[src/rtl/er_pkg.sv]
package er_pkg;

  typedef enum logic [2:0] {
    K_NONE,
    K_BLOCK,
    K_SMALL1,
    K_SMALL2,
    K_BULK
  } kind_t;

  typedef enum logic [1:0] {
    V_GO,
    V_IGNORE,
    V_REJECT
  } verdict_t;

  // Clear the low 'sh' bits of an address.
  function automatic logic [31:0] clear_low(input logic [31:0] a, input int unsigned sh);
    return (a >> sh) << sh;
  endfunction

  // Byte span of an erase unit of 2**sh bytes.
  function automatic logic [31:0] span_of(input int unsigned sh);
    return 32'd1 << sh;
  endfunction

endpackage

[src/rtl/er_decode.sv]
module er_decode
  import er_pkg::*;
#(
  parameter int ADDR_W     = 24,
  parameter int ARRAY_LOG2 = 22,
  parameter int PART_LOG2  = 17,
  parameter int SMALL_LOG2 = 12,
  parameter int BLOCK_LOG2 = 16,
  localparam int LEN_W     = ARRAY_LOG2 + 1
) (
  input  logic [7:0]        opcode,
  input  logic [ADDR_W-1:0] addr,
  input  logic              top_sel,
  output kind_t             kind,
  output logic              in_array,
  output logic              in_part,
  output logic [ADDR_W-1:0] base,
  output logic [LEN_W-1:0]  span
);

  logic [ARRAY_LOG2-PART_LOG2-1:0] region_idx;
  int unsigned                     gran;

  assign region_idx = addr[ARRAY_LOG2-1:PART_LOG2];
  assign in_part    = top_sel ? (&region_idx) : ~(|region_idx);
  assign in_array   = ((32'(addr) >> ARRAY_LOG2) == 32'd0);

  always_comb begin
    unique case (opcode)
      8'hD8:        kind = K_BLOCK;
      8'h20:        kind = K_SMALL1;
      8'h40:        kind = K_SMALL2;
      8'hC7, 8'h60: kind = K_BULK;
      default:      kind = K_NONE;
    endcase
  end

  always_comb begin
    case (kind)
      K_SMALL1: gran = SMALL_LOG2;
      K_SMALL2: gran = SMALL_LOG2 + 1;
      K_BULK:   gran = ARRAY_LOG2;
      default:  gran = BLOCK_LOG2;
    endcase
    span = LEN_W'(span_of(gran));
    base = (kind == K_BULK) ? '0 : ADDR_W'(clear_low(32'(addr), gran));
  end

endmodule

[src/rtl/er_track.sv]
module er_track (
  input  logic clk,
  input  logic rst_n,
  input  logic wren_set,
  input  logic go,
  input  logic done,
  output logic wel,
  output logic busy
);

  always_ff @(posedge clk or negedge rst_n) begin
    if (!rst_n) begin
      wel  <= 1'b0;
      busy <= 1'b0;
    end else begin
      if (go)            wel <= 1'b0;
      else if (wren_set) wel <= 1'b1;
      if (go)            busy <= 1'b1;
      else if (done)     busy <= 1'b0;
    end
  end

endmodule

[src/rtl/er_resolver.sv]
module er_resolver
  import er_pkg::*;
#(
  parameter int ADDR_W     = 24,
  parameter int ARRAY_LOG2 = 22,
  parameter int PART_LOG2  = 17,
  parameter int SMALL_LOG2 = 12,
  parameter int BLOCK_LOG2 = 16,
  localparam int LEN_W     = ARRAY_LOG2 + 1
) (
  input  logic              clk,
  input  logic              rst_n,
  input  logic              req_valid,
  input  logic [7:0]        req_opcode,
  input  logic [ADDR_W-1:0] req_addr,
  input  logic              cfg_top_param,
  input  logic              cfg_param_en,
  input  logic              wren_set,
  input  logic              erase_done,
  output logic              erase_start,
  output logic [ADDR_W-1:0] erase_addr,
  output logic [LEN_W-1:0]  erase_len,
  output logic              erase_ignored,
  output logic              erase_rejected,
  output logic              wel,
  output logic              busy
);

  kind_t             kind;
  logic              in_array;
  logic              in_part;
  logic [ADDR_W-1:0] base;
  logic [LEN_W-1:0]  span;
  verdict_t          verdict;

  // Named events for the checker.
  logic go;
  logic ign;
  logic rej;

  er_decode #(
    .ADDR_W(ADDR_W), .ARRAY_LOG2(ARRAY_LOG2), .PART_LOG2(PART_LOG2),
    .SMALL_LOG2(SMALL_LOG2), .BLOCK_LOG2(BLOCK_LOG2)
  ) u_decode (
    .opcode(req_opcode), .addr(req_addr), .top_sel(cfg_top_param),
    .kind(kind), .in_array(in_array), .in_part(in_part),
    .base(base), .span(span)
  );

  // Gate order: latch/busy, opcode, array range, partition.
  always_comb begin
    if (!wel || busy) verdict = V_REJECT;
    else begin
      case (kind)
        K_BULK:  verdict = V_GO;
        K_BLOCK: verdict = in_array ? V_GO : V_REJECT;
        K_SMALL1, K_SMALL2: begin
          if (!in_array)                    verdict = V_REJECT;
          else if (!cfg_param_en || !in_part) verdict = V_IGNORE;
          else                              verdict = V_GO;
        end
        default: verdict = V_REJECT;
      endcase
    end
  end

  assign go  = req_valid && (verdict == V_GO);
  assign ign = req_valid && (verdict == V_IGNORE);
  assign rej = req_valid && (verdict == V_REJECT);

  er_track u_track (
    .clk(clk), .rst_n(rst_n), .wren_set(wren_set), .go(go),
    .done(erase_done), .wel(wel), .busy(busy)
  );

  always_ff @(posedge clk or negedge rst_n) begin
    if (!rst_n) begin
      erase_start    <= 1'b0;
      erase_ignored  <= 1'b0;
      erase_rejected <= 1'b0;
      erase_addr     <= '0;
      erase_len      <= '0;
    end else begin
      erase_start    <= go;
      erase_ignored  <= ign;
      erase_rejected <= rej;
      if (go) begin
        erase_addr <= base;
        erase_len  <= span;
      end
    end
  end

endmodule

[config.mk]
export PLATFORM = sky130hd
export DESIGN_NAME = er_resolver
export DESIGN_NICKNAME = d
export VERILOG_FILES = /design/src/rtl/er_pkg.sv /design/src/rtl/er_decode.sv /design/src/rtl/er_track.sv /design/src/rtl/er_resolver.sv
export SDC_FILE = /design/constraint.sdc
export NUM_CORES = 1
export LEC_CHECK = 0
export BUFFER_PORTS_ARGS = -buffer_cell sky130_fd_sc_hd__buf_2
export CORE_MARGIN = 2
export CORE_UTILIZATION = 42
export DETAILED_ROUTE_END_ITERATION = 6
export PLACE_DENSITY = 0.75
export SETUP_SLACK_MARGIN = 0.3
export SLEW_MARGIN = 20
export SYNTH_ARGS = -nofsm -noshare
export SYNTH_HDL_FRONTEND = slang
export SYNTH_SLANG_ARGS = --single-unit
[constraint.sdc]
create_clock -name clk -period 1.8 [get_ports clk]
set_clock_uncertainty 0.05 [all_clocks]
set_input_delay 0.36 -clock clk [delete_from_list [all_inputs] [get_ports clk]]
set_output_delay 0.36 -clock clk [all_outputs]
set_load 0.02 [all_outputs]
# Yosys cells after proc, flatten, opt, wreduce, memory -nomap -nowiden
# Cells that the tools add are included.
# op_classes
muxes	13
n_bitwise	1
eq_ne	11
n_reduce_logical	16
n_shift	3
# ops
operator	count
32-bit zero test	1
32-bit by 5-bit << shifter with 24-bit output	1
24-bit by 5-bit right shift with 32-bit output	1
24-bit two-way mux	1
1-bit by 5-bit << shifter with 23-bit output, first input constant	1
8-bit by 7-bit == test with 1-bit output, second input constant	2
8-bit == test, second input constant	2
5-bit one-hot mux with 3 select lines	1
3-bit one-hot mux with 4 select lines	1
8-bit by 6-bit == test with 1-bit output, second input constant	1
3-bit by 2-bit == test with 1-bit output, second input constant	2
1-bit two-way mux	6
2-bit two-way mux	3
2-bit one-hot mux with 3 select lines	1
5-bit AND reduction	1
5-bit OR reduction	1
2-bit nonzero test	2
2-bit OR reduction	2
3-bit by 1-bit == test with 1-bit output, second input constant	1
3-bit == test, second input constant	1
1-bit logical AND	3
1-bit zero test	3
2-bit by 1-bit == test with 1-bit output, second input constant	1
2-bit == test, second input constant	1
other kinds (3)	4
# word_totals
wordCells	51
out_inout_bits	52
input_bits	39
reg_bits	52

# Depth between registers and ports, before layout
# Gate-level depths: netlist (run 1).
# depth
word_depth	12
depth_mapped	7
depth_no_buf	6

# Cells and area by module
# Synthesis (run 1) repeated with hierarchy kept, for this count alone.
# hier_totals
cells_unflattened	194
area_unflattened_um2	2616.3
# modules_own_cells
module	instances	cells_per_inst	area_per_inst_um2
er_resolver	1	114	2001.9
er_decode	1	74	545.5
er_track	1	6	68.8

# Worst setup path before layout (run 1)
# No wires, ideal clock.
# synth_path
path_kind	input to register
startpoint	in req_addr[18]
endpoint	reg erase_addr[17]
slack_ns	-0.292
required_time_ns	1.625
arrival_time_ns	1.917
path_stages	7
cell_sequence	or4b_1 -> o41ai_2 -> o31ai_1 -> o21a_1 -> buf_6 -> inv_4 -> mux2_4
# synth_between
elab_chain_cells	11
word_cells_on_any_way	15
classes_between	shift: 2; mux: 6; bitwise: 1; reduce/logical: 6
# synth_lines
item	line_no	source
from (decl)	er_resolver.sv:15	input logic [ADDR_W-1:0] req_addr,
5-bit OR reduction	er_decode.sv:25	assign in_part = top_sel ? (&region_idx) : ~(|region_idx);
1-bit inverter	er_decode.sv:25	
1-bit two-way mux (*)	er_decode.sv:25	
1-bit zero test (*)	er_resolver.sv:59	else if (!cfg_param_en || !in_part) verdict = V_IGNORE;
1-bit logical OR (*)	er_resolver.sv:59	
1-bit two-way mux (*)	er_resolver.sv:59	
2-bit two-way mux (*)	er_resolver.sv:58	if (!in_array) verdict = V_REJECT;
2-bit one-hot mux with 3 select lines (*)	er_resolver.sv:54	case (kind)
2-bit two-way mux (*)	er_resolver.sv:52	if (!wel || busy) verdict = V_REJECT;
2-bit zero test (*)	er_resolver.sv:67	assign go = req_valid && (verdict == V_GO);
1-bit logical AND (*)	er_resolver.sv:67	
net go	er_resolver.sv:37	logic go;
to (signal assigned)	er_resolver.sv:88	erase_addr <= base;
to (decl)	er_resolver.sv:21	output logic [ADDR_W-1:0] erase_addr,
# Mark *: on every way through the listed nets, which the timed path passes. The rest lies on a longest branch.
# A chain may end at the register's enable or synchronous reset.

# Worst setup path after layout (run 1)
# layout_path
startpoint	in req_addr[18]
endpoint	reg erase_len[12]
# layout_between
elab_chain_cells	11
word_cells_on_any_way	12
classes_between	mux: 5; bitwise: 1; reduce/logical: 6
# layout_lines
item	line_no	source
5-bit OR reduction	er_decode.sv:25	
1-bit inverter	er_decode.sv:25	
1-bit two-way mux (*)	er_decode.sv:25	
1-bit zero test (*)	er_resolver.sv:59	
1-bit logical OR (*)	er_resolver.sv:59	
1-bit two-way mux (*)	er_resolver.sv:59	
2-bit two-way mux (*)	er_resolver.sv:58	
2-bit one-hot mux with 3 select lines (*)	er_resolver.sv:54	
2-bit two-way mux (*)	er_resolver.sv:52	
2-bit zero test (*)	er_resolver.sv:67	
1-bit logical AND (*)	er_resolver.sv:67	
net go	er_resolver.sv:37	
to (signal assigned)	er_resolver.sv:89	erase_len <= span;
to (decl)	er_resolver.sv:22	output logic [LEN_W-1:0] erase_len,
# Marks and branches as above.

==> impl.org, run 1 <==
** Cells and area
- Number of filler cells placed in the layout :: a little over 400
- Area of the multi-input gates :: roughly 750 um^2
- The count of cells in the finished layout, fillers not included, comes to approximately 340.
- Sequential standard cell area :: 0.00130 mm^2
- Finished layout cell area :: approximately 0.0029 mm^2
- The repair_antennas step left the layout with diodes totalling 0.
- Ratio of cells with drive above 1 in the final layout :: just under 50%
- Layout-stage area growth over the synthesis result :: 39.4%
- Net count of the finished layout :: 306
- Once layout is complete, the utilization of the core stands at about three fifths.

** Power
- Areal power density over the cells :: around 760 mW/mm^2
- Switching power as a share of total power :: approximately 23%
- Portion of total power attributed to combinational logic :: under 10%
- Clk pwr share :: between 30% and 40%
- For this design the total switching power over the nets is 0.000506 W.
- Leakage power figure :: 1.61 nW
- Overall power after layout :: 0.00220 W
- Worst ir drop on vdd :: roughly 0.00031 V
- Internal Pwr Total :: around 0.0017 W
- Of the total power, registers draw ~54%.

** Critical path
- STA classifies the critical path endpoint as a register.
- Arrival time at the worst endpoint :: about 2000 ps
- In this run the worst path has a maximum fanout of 4.
- Register-to-Register Path Depth :: 7
- The worst setup path is launched from an input port.
- The critical path is of the input port to register type.
- Required time reported for the critical path endpoint :: just under 2000 ps

** Die
- Floorplan row count :: 25
- Die footprint :: ~0.0055 mm^2
- Area of the core :: between 0.004 and 0.005 mm^2
- From left edge to right edge, the die measures 74.3 um.
- The initial utilization of the core area, before any placement, comes to between 40% and 50%.
- During I/O placement, the number of pins put on the boundary was between 90 and 100.
- Measured along the y axis, the die boundary spans roughly 74 um.

** Placement
- Setup WS pre-CTS :: -465 ps
- Detailed placer's ending HPWL :: 3.21 mm
- Routability congestion estimate :: ~0.83
- Buffers placed on the I/O ports in this run total 78.
- Placed cells :: roughly 320
- Area after DPL :: approximately 0.0027 mm^2

** Synthesis
- Nets in the synthesized netlist :: between 200 and 250
- Synthesis-stage register bit count :: between 50 and 60
- Yosys printed 0 warnings.
- The synthesized netlist occupies a cell area of 0.00208 mm^2.
- In the synthesized netlist, the number of instances is between 150 and 200.
- Averaged over all synthesized cells, the footprint is ~13 um^2.
- The share of the Yosys chip area taken by registers is 62.7%.
- Async set or reset register ratio after synthesis :: between 90% and 100%
- The most used flip-flop cell after synthesis is sky130_fd_sc_hd__dfrtp_1.
- Number of flops mapped to enable cells by yosys :: 0
- The netlist uses 33 different library cells.

** Clock network
- TritonCTS sink count :: 52
- TritonCTS built the clock tree.
- The clock reaches the later pin of the worst-skew pair after around 300 ps.
- The clock passes through at most 2 buffers.
- TritonCTS buffer count :: 5
- Number of H-tree branching levels :: 2
- After clock tree synthesis, the clock-pin slew on the worst setup and hold paths is ~90 ps.
- The tree is rooted in a sky130_fd_sc_hd__clkbuf_8.

** Run status
- Violated checks :: setup timing
- Result of the run :: finished with violations

** Timing
- For the pin with the worst max-slew slack, the measured transition is around 330 ps.
- Final Hold Vio Count :: 0
- Across all setup checks in the final design, the least slack found is -64.2 ps.
- Derived from the worst setup path, the maximum achievable clock frequency is around 540 MHz.
- Time the worst path needs with I/O delays and setup :: about 1900 ps
- Unrepaired setup endpoints after global routing :: true
- Final period utilization :: 104%
- Final setup violation count :: 12
- Measured against its own limit, the worst slew margin works out to roughly 78%.
- The total count of max-transition violations in the final report was 0.

** Drt
- Signal routing reaches up to met4.
- In this run the remaining antenna-violating nets after routing total 0.
- In the final routed layout, each cell accounts on average for between 10 and 15 um.
- Across all layers, the routed design uses between 1500 and 2000 vias.
- Met2 layer wire length in the routed design :: 2.09 mm
- Number of iterations in the first detailed-routing pass :: 4
- The final layout contains routed wiring with a total length of 4.55 mm.
- For this block, wires on met1 add up to roughly 2.1 mm.
- Detailed routing placed a total of ~310 um of wire on met3.
- In the routed layout, each cell is associated on average with a via count of 4.79.
- Detailed router's first-iteration violation count :: 54
- DRC violations left :: 0

** Worst hold path
- Counting instances, the worst hold path has a depth of 2.
- The min-delay analysis places its worst path in the category input port to register.

** Global routing
- Wire length of the first global-routing pass :: roughly 7.4 mm
- The initial antenna violation count was 0.
- Global routing used between 10% and 20% of the available tracks.
- Grt ovf :: 0
- The number of global-route vias before repair came to approximately 1500.
- Largest net degree at the start of global routing :: 53

** Job
- Max-cap check violation count :: 0
-- routing by layer --
metal	vias to the layer above	GRT usage (%)
met1	764	25.9
met5	-	0
met4	0	3.57
met2	63	26.1
li1	774	-
met3	5	5.69
-- final cells by class --
class	count	area share [%]
sequential	52	44.9
inverter	4	0.691
clock inverter	3	1.60
tap	67	2.90
multi-input combinational	100	25.8
timing repair buffer	104	21.7
clock buffer	5	2.38
-- power groups by stage --
stage	sequential, W	clock [W]	combinational [W]
global placement	0.00122	0	0.000178
global route	0.00119	0.000880	0.000212
floorplan	0.00124	0	0.0000465
detailed placement	0.00122	0	0.000181
CTS	0.00119	0.000833	0.000192
finish	0.00119	0.000812	0.000192
-- timing repair --
item / 4_1_cts / 5_1_grt
resized for setup: 10 / 7
buffers inserted: 1 / 1
hold buffers: 1 / 0
pin swaps: 4 / 1
endpoints found under the hold margin: 44 / 0
setup endpoints to repair: 51 / 51
-- final timing paths --
| kind | slack [ps] | start | endpoint |
|---|---|---|---|
| worst max-delay path | -60 | req_addr[18] | erase_len[12]$_DFFE_PN0P_ |
| worst min-delay path | 160 | erase_done | u_track.busy$_DFFE_PN0P_ |
| worst max register to register | -30 | u_track.busy$_DFFE_PN0P_ | erase_len[12]$_DFFE_PN0P_ |
| worst min register to register | 430 | erase_len[16]$_DFFE_PN0P_ | erase_len[16]$_DFFE_PN0P_ |
| max in group asynchronous | 960 | rst_n | erase_addr[16]$_DFFE_PN0P_ |
| min in group asynchronous | 520 | rst_n | erase_len[15]$_DFFE_PN0P_ |
-- state kept, by name, indices dropped and copies added (netlist names) --
signal,cells
erase_addr,24
erase_len,23
erase_ignored,1
erase_rejected,1
erase_start,1
u_track.busy,1
u_track.wel,1
-- Yosys cell counts, types with 5 or more instances --
| library cell | number | area, um^2 |
|---|---|---|
| sky130_fd_sc_hd__nor4b_1 | 5 | 43.8 |
| sky130_fd_sc_hd__o21ai_1 | 7 | 35.0 |
| sky130_fd_sc_hd__buf_6 | 5 | 56.3 |
| sky130_fd_sc_hd__a21o_1 | 5 | 37.5 |
| sky130_fd_sc_hd__and2_1 | 33 | 206 |
| sky130_fd_sc_hd__o211ai_1 | 5 | 37.5 |
| sky130_fd_sc_hd__nand2_1 | 7 | 26.3 |
| sky130_fd_sc_hd__dfrtp_1 | 52 | 1300 |
-- through the flow --
| stage | hold WS, ps | setup TNS, ps |
|---|---|---|
| 2_1_floorplan | 14.4 | -8160 |
| 3_3_place_gp | 319 | -18030 |
| 3_5_place_dp | 323 | -20950 |
| 4_1_cts | 152 | -575 |
| 5_1_grt | 161 | -2600 |
| 6_report | 156 | -229 |
-- worst max-delay path, cell delays in order --
cell                      delay, ps
sky130_fd_sc_hd__buf_6          100
sky130_fd_sc_hd__or4b_4         530
sky130_fd_sc_hd__o41ai_4        260
sky130_fd_sc_hd__o31ai_2        100
sky130_fd_sc_hd__o21a_2         260
sky130_fd_sc_hd__inv_6          100
sky130_fd_sc_hd__mux2_4         290
-- cell usage in the layout (no fill, tap or decap), types with 4 or more instances in the layout --
cell / Yosys / final
sky130_fd_sc_hd__buf_2: 0 / 77
sky130_fd_sc_hd__dfrtp_1: 52 / 52
sky130_fd_sc_hd__and2_1: 33 / 29
sky130_fd_sc_hd__buf_4: 0 / 21
sky130_fd_sc_hd__nand2_1: 7 / 7
sky130_fd_sc_hd__a21o_1: 5 / 5
sky130_fd_sc_hd__o211ai_1: 5 / 5
sky130_fd_sc_hd__o21ai_1: 7 / 5
sky130_fd_sc_hd__clkbuf_8: 0 / 5
sky130_fd_sc_hd__nor4b_1: 5 / 4
sky130_fd_sc_hd__and2_4: 0 / 4
-- logic make-up after synthesis --
kind of cell,share of synthesized area [%]
multiplexers,3.19
XOR/XNOR,0.422
AO/OA/AOI/OAI,8.80
AND/OR/NAND/NOR,20.8
flip-flops,62.7
buffers and inverters,4.10
Note: power is estimated with default switching activity, not from simulation.
==> run 2, diff against run 1 <==
- CORE_MARGIN: 2 -> 4
==> impl.org, run 2 (same netlist as run 1, synthesis figures left out) <==
** Timing
- Final setup violation count :: 45
- Worst hold slack after final layout :: around 160 ps
- Setup repair after global routing could not meet its margin everywhere.
- Adding up every negative setup slack in the final design gives -2250 ps.
- Time the worst path needs with I/O delays and setup :: roughly 1900 ps
- The number of hold violations in the final report was 0.
- Slew at the pin closest to its max-slew limit :: approximately 440 ps
- Final period utilization :: 106%
- The total count of max-transition violations in the final report is 0.
- The worst pin sits at a relative slew slack of between 70% and 80%.
- Worst setup margin :: -109 ps
- Maximum operating frequency :: between 500 and 600 MHz

** Clock network
- Clock tree synthesis inserted a total of 5 buffers.
- CTS tree :: yes
- Clock latency reported for the late side of the worst-skew pair :: roughly 300 ps
- In this run the clock root is driven by a sky130_fd_sc_hd__clkbuf_8.
- The clock drives 52 sinks.
- Clk slew on worst S/H paths :: roughly 90 ps
- Number of H-tree branching levels :: 2
- The clock passes through at most 2 buffers.

** Drt
- The first routing iteration left just over 90 violations.
- Routed Wire Length :: 5.10 mm
- The count of nets left with antenna violations once routing finished came out at 0.
- Dividing the detail-routed wire length by the instance count gives 14.9 um.
- The first TritonRoute pass finished after 4 iterations.
- Number of vias per cell :: approximately 4.8
- Number of vias after detailed routing :: approximately 1600
- After detailed routing, the number of remaining DRC violations is 0.

** Cells and area
- Registers with the most flip-flops :: erase_addr x24, erase_len x23
- The filler cells instantiated in the layout total slightly above 400.
- In the layout the commonest cells are sky130_fd_sc_hd__buf_2, sky130_fd_sc_hd__dfrtp_1, sky130_fd_sc_hd__buf_4.
- 0 antenna diodes ended up in the layout.
- Largest register by flop count :: erase_addr
- The net count of the finished layout is 313.
- Max FFs per register :: 24
- Final core utilization :: between 60 and 70%
- Ratio of cells with drive above 1 in the final layout :: 54.5%
- Layout-stage area growth over the synthesis result :: 45.8%
- Most common cell after layout, fill and taps aside :: sky130_fd_sc_hd__buf_2

** Placement
- Routability congestion estimate :: 0.775
- Summed over all nets, the half-perimeter wirelength after detailed placement is approximately 3.5 mm.
- Buffers placed on the I/O ports in this run total 78.

** Die
- The initial utilization of the core area, before any placement, comes to roughly 44%.
- After floorplanning, the core was divided into 25 placement rows.
- The die is a little under 80 um wide.
- The floorplan step defined a die boundary enclosing ~0.006 mm^2.
- Measured along the y axis, the die boundary spans 78.3 um.
- between 90 and 100 I/O pins were placed.
- Area of the core :: 0.00475 mm^2

** Global routing
- Global routing consumed, over all layers together, 17.2% of the routing resources.
- Wire length of the first global-routing pass :: 8.25 mm
- Vias in the first global route :: between 1500 and 2000
- Entering global routing, the biggest net connects 36 pins.
- For this run the aggregate overflow at the end of global routing stands at 0.
- The initial antenna violation count was 0.

** Critical path
- List of cells traversed by the critical path :: buf_6, or4b_4, o41ai_4, o31ai_2, o21a_4, buf_12, buf_16, a21o_1
- The critical path contains buffers and inverters numbering 3 combined.
- The largest single stage delay on the critical path is 530 ps.
- Arrival time at the worst endpoint :: 2050 ps
- STA classifies the critical path startpoint as an input port.
- In this run the worst path has a maximum fanout of 8.
- Class of the most critical setup path :: input port to register
- The largest individual stage delay along the critical path comes from the cell sky130_fd_sc_hd__or4b_4.
- The cell family contributing the most delay on the critical path is compound AO/OA/AOI/OAI gates.
- STA puts the critical path data required time at 1940 ps.
- CP endpoint kind :: register

** Power
- In this run, the clock network consumes around 32% of the power.
- Switching power of the nets :: ~0.0005 W
- Areal power density over the cells :: just under 700 mW/mm^2
- Sequential share of power :: between 50% and 60%
- Summed over all cells, the static leakage comes to ~1.7 nW.
- Across the VDD grid, the largest voltage drop is between 0.0004 and 0.0005 V.
- Overall power after layout :: 0.00205 W
- Internal Pwr Total :: 0.00155 W
- Per report_power, the combinational group accounts for approximately a tenth of the total.
- Switching power as a share of total power :: 24.4%

** Job
- Across the run, the number of max-cap violations was 0.

** Run status
- The checks that failed: setup timing.
- The flow ran to the end, but the final reports show violations.

** Worst hold path
- Tightest Hold Check Type :: input port to register
run 2: power groups by stage:
| stage | Combinational [W] | Sequential, W | Clock, W |
|---|---|---|---|
| after floorplan | 0.0000465 | 0.00124 | 0 |
| after global placement | 0.000175 | 0.00122 | 0 |
| after detailed placement | 0.000179 | 0.00122 | 0 |
| after CTS | 0.000195 | 0.00119 | 0.000676 |
| after global routing | 0.000219 | 0.00120 | 0.000745 |
| final | 0.000200 | 0.00119 | 0.000661 |
run 2: final timing paths:
| check | from | endpoint | slack [ps] | depth (start not counted) |
|---|---|---|---|---|
| min in group asynchronous | rst_n | erase_rejected$_DFF_PN0_ | 480 | 2 |
| worst max-delay path | req_addr[18] | erase_addr[21]$_DFFE_PN0P_ | -110 | 8 |
| max in group asynchronous | rst_n | erase_addr[2]$_DFFE_PN0P_ | 700 | 3 |
| worst min-delay path | erase_done | u_track.busy$_DFFE_PN0P_ | 160 | 2 |
| worst min register to register | erase_addr[16]$_DFFE_PN0P_ | erase_addr[16]$_DFFE_PN0P_ | 430 | 1 |
| worst max register to register | u_track.busy$_DFFE_PN0P_ | erase_len[12]$_DFFE_PN0P_ | -70 | 7 |
run 2: per-layer routing:
metal / vias up / part of all wire, % / global-route usage, %
li1: 789 / - / -
met1: 770 / 47 / 23.8
met2: 65 / 46 / 27.6
met3: 4 / 6.6 / 4.36
met4: 0 / 0.72 / 3.67
met5: - / 0 / 0
run 2: timing repair:
item / CTS / global route
gates cloned: 2 / 1
hold buffers: 1 / 0
pin swaps: 8 / 7
endpoints found under the setup margin: 50 / 51
buffers inserted: 3 / 2
hold endpoints to repair: 17 / 0
gates resized for setup: 26 / 7
run 2: area by class of cell:
type	count	area [um^2]	area share, %
clock buffers	5	68.8	2.27
clock inverters	3	21.3	0.702
inverters	4	20.0	0.661
multi-input cells	100	783	25.9
flip-flops and latches	52	1300	43.0
well taps	67	83.8	2.77
repair buffers	111	751	24.8
run 2: worst reg2reg max path, cell delays in order, from the launching register on:
cell                      delay (ps)
sky130_fd_sc_hd__dfrtp_1         400
sky130_fd_sc_hd__nor4b_2         210
sky130_fd_sc_hd__buf_4           170
sky130_fd_sc_hd__o41ai_4          80
sky130_fd_sc_hd__o31ai_2         250
sky130_fd_sc_hd__o21a_4          270
sky130_fd_sc_hd__inv_6            60
sky130_fd_sc_hd__mux2_4          290
run 2: stage by stage:
| step | setup slack, ps | std cells | instance area, um^2 |
|---|---|---|---|
| 4_1_cts | -78.8 | 339 | 2970 |
| 3_3_place_gp | -412 | 325 | 2690 |
| 3_5_place_dp | -479 | 325 | 2690 |
| 5_1_grt | -210 | 342 | 3030 |
| 2_1_floorplan | -282 | 164 | 2100 |
| 6_report | -109 | 342 | 3030 |
